<file path="src/rtl/edge_tagger.sv">
module edge_tagger #(
  parameter int NCH   = 2,
  parameter int TSW   = 32,
  parameter int DEPTH = 16,
  parameter int LOSTW = 16,
  parameter int SYNC  = 2,
  localparam int CHW   = (NCH > 1) ? $clog2(NCH) : 1,
  localparam int REC_W = CHW + 1 + TSW
) (
  input  logic             clk,
  input  logic             rst,
  input  logic [NCH-1:0]   pulse_in,
  input  logic             rd_ready,
  output logic [REC_W-1:0] rd_data,
  output logic             rd_valid,
  output logic             overflow,
  output logic [LOSTW-1:0] lost_count
);
  localparam int ADDRW = $clog2(DEPTH);
  localparam int CNTW  = ADDRW + 1;
  localparam int DW    = $clog2(NCH + 1);
  localparam int SUMW  = LOSTW + DW;

  logic [SYNC-1:0][NCH-1:0] sync_q;
  logic [NCH-1:0]           prev_q, samp, edge_v;
  logic [TSW-1:0]           ts_q;
  logic [REC_W-1:0]         mem [DEPTH];
  logic [ADDRW-1:0]         wr_ptr, rd_ptr;
  logic [CNTW-1:0]          count_q, room, n_acc;
  logic [DW-1:0]            drops;
  logic [NCH-1:0]           acc;
  logic [ADDRW-1:0]         waddr [NCH];
  logic [REC_W-1:0]         rec [NCH];
  logic [SUMW-1:0]          lost_sum;
  logic                     pop;

  always_ff @(posedge clk) begin
    if (rst) begin
      sync_q <= '0;
      prev_q <= '0;
    end else begin
      sync_q[0] <= pulse_in;
      for (int i = 1; i < SYNC; i++) sync_q[i] <= sync_q[i-1];
      prev_q <= sync_q[SYNC-1];
    end
  end

  assign samp   = sync_q[SYNC-1];
  assign edge_v = samp ^ prev_q;

  always_ff @(posedge clk) begin
    if (rst) ts_q <= '0;
    else     ts_q <= ts_q + 1'b1;
  end

  assign room = CNTW'(DEPTH) - count_q;

  always_comb begin
    n_acc = '0;
    drops = '0;
    for (int c = 0; c < NCH; c++) begin
      rec[c]   = {CHW'(c), samp[c], ts_q};
      waddr[c] = wr_ptr + ADDRW'(n_acc);
      acc[c]   = 1'b0;
      if (edge_v[c]) begin
        if (n_acc < room) begin
          acc[c] = 1'b1;
          n_acc  = n_acc + 1'b1;
        end else begin
          drops = drops + 1'b1;
        end
      end
    end
  end

  assign rd_valid = (count_q != '0);
  assign rd_data  = mem[rd_ptr];
  assign pop      = rd_valid & rd_ready;

  always_ff @(posedge clk) begin
    for (int c = 0; c < NCH; c++)
      if (acc[c]) mem[waddr[c]] <= rec[c];
  end

  always_ff @(posedge clk) begin
    if (rst) begin
      wr_ptr  <= '0;
      rd_ptr  <= '0;
      count_q <= '0;
    end else begin
      wr_ptr  <= wr_ptr + ADDRW'(n_acc);
      rd_ptr  <= rd_ptr + ADDRW'(pop);
      count_q <= count_q + n_acc - CNTW'(pop);
    end
  end

  assign lost_sum = {{DW{1'b0}}, lost_count} + SUMW'(drops);

  always_ff @(posedge clk) begin
    if (rst) begin
      overflow   <= 1'b0;
      lost_count <= '0;
    end else begin
      if (drops != '0) overflow <= 1'b1;
      if (lost_sum[SUMW-1:LOSTW] != '0) lost_count <= '1;
      else                              lost_count <= lost_sum[LOSTW-1:0];
    end
  end
endmodule

</file>
<file path="config.mk">
export PLATFORM = sky130hd
export DESIGN_NAME = edge_tagger
export DESIGN_NICKNAME = d
export VERILOG_FILES = /design/src/rtl/edge_tagger.sv
export SDC_FILE = /design/constraint.sdc
export NUM_CORES = 1
export LEC_CHECK = 0
export ABC_AREA = 1
export BUFFER_PORTS_ARGS = -buffer_cell sky130_fd_sc_hd__buf_2
export CORE_MARGIN = 2
export CORE_UTILIZATION = 55
export CTS_CLUSTER_DIAMETER = 30
export DETAILED_ROUTE_END_ITERATION = 10
export GPL_TIMING_DRIVEN = 0
export PLACE_DENSITY = 0.72
export SYNTH_ARGS = -nofsm -noshare
export SYNTH_HDL_FRONTEND = slang
export SYNTH_SLANG_ARGS = --single-unit
</file>
<file path="constraint.sdc">
create_clock -name clk -period 8.7 [get_ports clk]
set_input_delay 0.435 -clock clk [delete_from_list [all_inputs] [get_ports clk]]
set_output_delay 0.435 -clock clk [all_outputs]
set_load 0.02 [all_outputs]
</file>
Word-level counts from Yosys, hierarchy flattened. Memories as Yosys holds them, arrays and structs flattened. A register that Yosys moved wholly into a read port is not among the register bits. Cells that the tools add are included. Widths: inputs -> output; s select.

RAM bits: 544. Output and inout bits: 52. Register bits after elaboration: 68. Word-level logic and storage cells: 45. Bits of input ports: 5. Memories kept: 1.

$add $sub $neg: 10. Magnitude comparators: 2. Reductions and logical operators: 3. Bitwise gates (word level): 2. Multiplexer cells: 18.

Memories: mem (depth 16, bits a word 34, read ports 1, clocked after memory_dff 1, write ports 2, line 27) `logic [REC_W-1:0] mem [DEPTH];`.

Operators by type and width (number): $add 32x1->32 const B (1); $add 16x2->17 (1); $mux 16 (1); $mux 1 (12); $mux 5 (2); $add 4x4->4 (2); $add 5x1->5 const B (1); $add 5x5->5 (1); $lt 1x5->1 const A (1); $lt 5x5->1 (1); $reduce_bool 5->1 (1); $sub 5x1->5 (1); $sub 5x5->5 const A (1); $add 4x1->4 (1); $mux 2 (2); $mux 4 (1); $reduce_bool 2->1 (2); $add 2x1->2 const B (1); $xor 2x2->2 (1); $and 1x1->1 (1).

Depth between registers and ports, before layout.
Word-level depth: 10. Mapped depth: 25. Depth with buffers taken out: 24.

Least setup slack after synthesis. OpenSTA, ideal clock, no wires.

Path kind: reg-to-reg. Start point: register count_q[0]. End point: memory mem[0][24] (netlist bit) (data pin). Cell stages (with the launch flop): 24. Slack: 4.622 ns. Setup time: 0.143 ns. Period minus slack after synthesis: 4.078 ns. Arrival: 3.936 ns. Required time: 8.557 ns. Buffers on the path: 2. Cell sequence: dfxtp_1 > inv_1 > ha_1 > nand2_1 > inv_1 > ha_1 > nand2_1 > nor2_1 > nand4_2 > buf_2 > nand2_1 > inv_1 > ha_1 > ha_1 > inv_1 > nand2_1 > nand2_1 > nand3_1 > nor2_1 > nand3_1 > nand2_1 > inv_1 > buf_4 > nor2_1.

RTL lines: start: declaration (line 29) `logic [CNTW-1:0] count_q, room, n_acc;`; start signal: assignment (line 93) `count_q <= count_q + n_acc - CNTW'(pop);`; end: declaration (line 27).

==> results.py <==
metrics = {
    "global_route": {
        "grt_max_degree": 35,
        "grt_pass1_wl_mm": 136,
        "grt_usage_pct": 34.1,
        "antenna_found_initial": 3,
        "grt.overflow.total": 0,
        "grt_pass1_vias": 22754,
    },
    "clock_network": {
        "ctsHoldBuffers": 2,
        "clock_latency_ns": 0.69,
        "cts_resized": 0,
        "path_clk_slew_ns": 0.05,
        "clk_path_buf_depth": 3,
        "cts_buffers": 121,
        "postCtsSetupBuffers": 0,
        "cts-htree-levels": 3,
        "cts_tree": "yes",
        "clockRootBuffer": "clkbuf_16",
        "clock_sinks": 612,
    },
    "route": {
        "drt-vias-per-instance": 6.10,
        "drc": 0,
        "drtAntennaViolNets": 0,
        "via_count": 23312,
        "drt_iter0_drc": 3347,
        "routed_wl_mm": 90.4,
        "detail_route.first_pass.iterations": 6,
        "wl_per_cell_um": 23.7,
    },
    "floorplan": {
        "start_util_pct": 55.6,
        "die_y_um": 232,
        "rows": 83,
        "die_area_mm2": 0.0538,
        "core_mm2": 0.0514,
        "ios": 57,
        "die_w_um": 232,
    },
    "flow_run": {
        "drv_cap": 0,
    },
    "worst_setup_path": {
        "slowest_stage": "nand2_2",
        "slowest_delay_ns": 0.70,
        "startpoint_type": "flip-flop",
        "critPathMaxFanout": 34,
        "crit_family": "simple AND/OR/NAND/NOR gates",
        "crit_chain": "inv_1 -> ha_1 -> nand2_1 -> inv_1 -> ha_1 -> nand2_1 -> nor2_1 -> nand4_2 -> buf_2 -> nand2_1 -> inv_1 -> ha_1 -> ha_1 -> inv_1 -> nand2_1 -> nand2_1 -> nand3_1 -> nor2_1 -> nand3_1 -> nand2_2 -> inv_1 -> buf_4 -> nor2_1",
        "crit_required_ns": 9.21,
        "critPathKind": "flip-flop to flip-flop",
        "worst-path-buf-inv": 7,
        "end_kind": "flip-flop",
        "arrival_ns": 5.22,
    },
    "logic_synthesis": {
        "synth_ff_type": "edfxtp_1",
        "synth_cell_types": 38,
        "synth.largest_area_cell": "edfxtp_1",
        "async_flop_share_pct": 0,
        "syn_nets": 2872,
        "yosysWarnings": 0,
        "synthCells": 2845,
        "synth_most_common_cell": "nor2_1",
        "synth_top_area_share_pct": 55.4,
        "synth_edf_count": 528,
        "yosys-top-cells-area": "edfxtp_1, nor2_1, dfxtp_1",
        "ys_ff_latch": 612,
        "avgSynthCellArea_um2": 10.1,
        "netlist_top_cells_count": "nor2_1, edfxtp_1, o21ai_0",
        "synth_area_mm2": 0.0286,
        "ys_seq_area_share_pct": 61.3,
    },
    "sta": {
        "period_share_pct": 54.1,
        "min_period_ns": 4.71,
        "fmax_mhz": 212,
        "rsz0062_at_grt": "no",
        "clock_skew_ns": 0.0376,
        "maxSlewViolCount": 0,
        "finalHoldViolCount": 0,
        "maxSlewHeadroom_pct": 21.2,
        "tightest_slew_ns": 1.18,
        "finalSetupViolCount": 0,
        "setup_tns_ns": 0,
    },
    "layout": {
        "fin_cells": 3819,
        "seq_area_mm2": 0.0175,
        "area_delta_synth_final_pct": 19.4,
        "nets": 3057,
        "multiInputGateArea_mm2": 0.00930,
        "drive_above_1_share_pct": 18.6,
        "fill_cells": 3898,
    },
    "place": {
        "io_buffers": 55,
        "globalplace.congestion": 0.934,
        "place_hpwl_mm": 61.4,
        "post-place-cells": 3585,
    },
    "worst_hold_path": {
        "hold_class": "input port to flip-flop",
    },
    "power": {
        "power.leakage_nw": 11.3,
        "p_per_area_mw_per_mm2": 300,
        "vdd_drop_max_mv": 0.342,
        "total_power_w": 0.0103,
    },
    "run_status": {
        "status": "finished clean",
    },
}
==> cell usage in the layout (no fill, tap or decap), types with 8 or more instances in the layout <==
| master | n |
|---|---|
| inv_6 | 12 |
| o22ai_1 | 17 |
| nand3_4 | 8 |
| buf_4 | 27 |
| nand3_1 | 147 |
| buf_12 | 8 |
| buf_6 | 25 |
| clkinv_2 | 19 |
| a21oi_1 | 46 |
| o211ai_1 | 34 |
| o221ai_1 | 98 |
| clkbuf_1 | 139 |
| clkinv_1 | 38 |
| nor3_1 | 20 |
| inv_1 | 126 |
| edfxtp_1 | 528 |
| nand2_1 | 205 |
| o21ai_0 | 303 |
| nand2_2 | 14 |
| nor2_2 | 200 |
| buf_1 | 18 |
| clkbuf_16 | 123 |
| buf_2 | 66 |
| bufinv_16 | 21 |
| inv_2 | 8 |
| ha_1 | 19 |
| nor2_1 | 703 |
| dfxtp_1 | 84 |
| clkinv_4 | 12 |
| clkinvlp_4 | 17 |
==> worst reg2reg max path, stage by stage, from the launching register on <==
cell and delay, ns:
dfxtp_1 0.41, inv_1 0.13, ha_1 0.25, nand2_1 0.06
inv_1 0.04, ha_1 0.28, nand2_1 0.05, nor2_1 0.13
nand4_2 0.23, buf_2 0.27, nand2_1 0.07, inv_1 0.04
ha_1 0.21, ha_1 0.23, inv_1 0.08, nand2_1 0.05
nand2_1 0.07, nand3_1 0.17, nor2_1 0.18, nand3_1 0.16
nand2_2 0.70, inv_1 0.34, buf_4 0.29, nor2_1 0.12
==> report_power, final <==
part	switching [W]	internal (W)	total (W)
Combinational	0.00157	0.000501	0.00207
Sequential	0.0000459	0.00327	0.00332
Clock	0.00164	0.00322	0.00486
==> registers in the layout (all words and copies together), names as in the netlist <==
register and cells:
samp 2, sync_q 2, mem 544, lost_count 16, prev_q 2, wr_ptr 4
count_q 5, overflow 1, ts_q 32, rd_ptr 4
==> stage by stage <==
step	area (um2)	hold WS, ns	utilization (%)	setup slack, ns
floorplan	28600	0.388	-	4.62
global placement	29700	0.401	57.8	3.32
detailed placement	29800	0.397	58.1	3.52
CTS	34200	0.282	66.5	3.51
global route	34200	0.330	66.5	3.49
finish	34200	0.291	66.5	3.99
==> kinds of logic (layout without fill, tap and decap cells) <==
group	after synthesis	count (layout)	share of synthesized area, %
AOI/OAI and AO/OA	504	504	10.5
DFF	612	612	61.3
buffers and inverters	378	671	6.24
other	0	1	0
and+or+nand+nor	1320	1320	20.6
xor gates and xnor gates	9	9	0.276
adders and majority gates	22	22	1.04
==> area by class of cell <==
class | instances | area share [%]
buffer | 217 | 3.41
antenna | 1 | 0.00732
timing repair buffer | 62 | 1.16
clock inverter | 101 | 3.45
inverter | 161 | 1.81
sequential | 612 | 51.3
multi-input combinational | 1855 | 27.2
tap | 680 | 2.49
clock buffer | 130 | 9.12
==> routing by layer <==
| metal | GRT usage [%] | part of all wire (%) | up-vias |
|---|---|---|---|
| li1 | - | - | 10217 |
| met1 | 43.8 | 36 | 11129 |
| met2 | 53.6 | 46 | 1665 |
| met3 | 8.64 | 13 | 297 |
| met4 | 17.4 | 5.1 | 4 |
| met5 | 0 | 0.020 | - |
==> worst paths after layout <==
| check | from | slack [ns] | cells after the start | end |
|---|---|---|---|---|
| max | count_q[0]$_SDFF_PP0_ | 3.99 | 23 | mem[7][26]$_DFFE_PP_ |
| min | rst | 0.29 | 2 | lost_count[7]$_SDFF_PP0_ |
| max reg2reg | count_q[0]$_SDFF_PP0_ | 3.99 | 23 | mem[7][26]$_DFFE_PP_ |
| min reg2reg | sync_q[1]$_SDFF_PP0_ | 0.41 | 2 | samp[1]$_SDFF_PP0_ |
(Power assumes the default switching activity.)
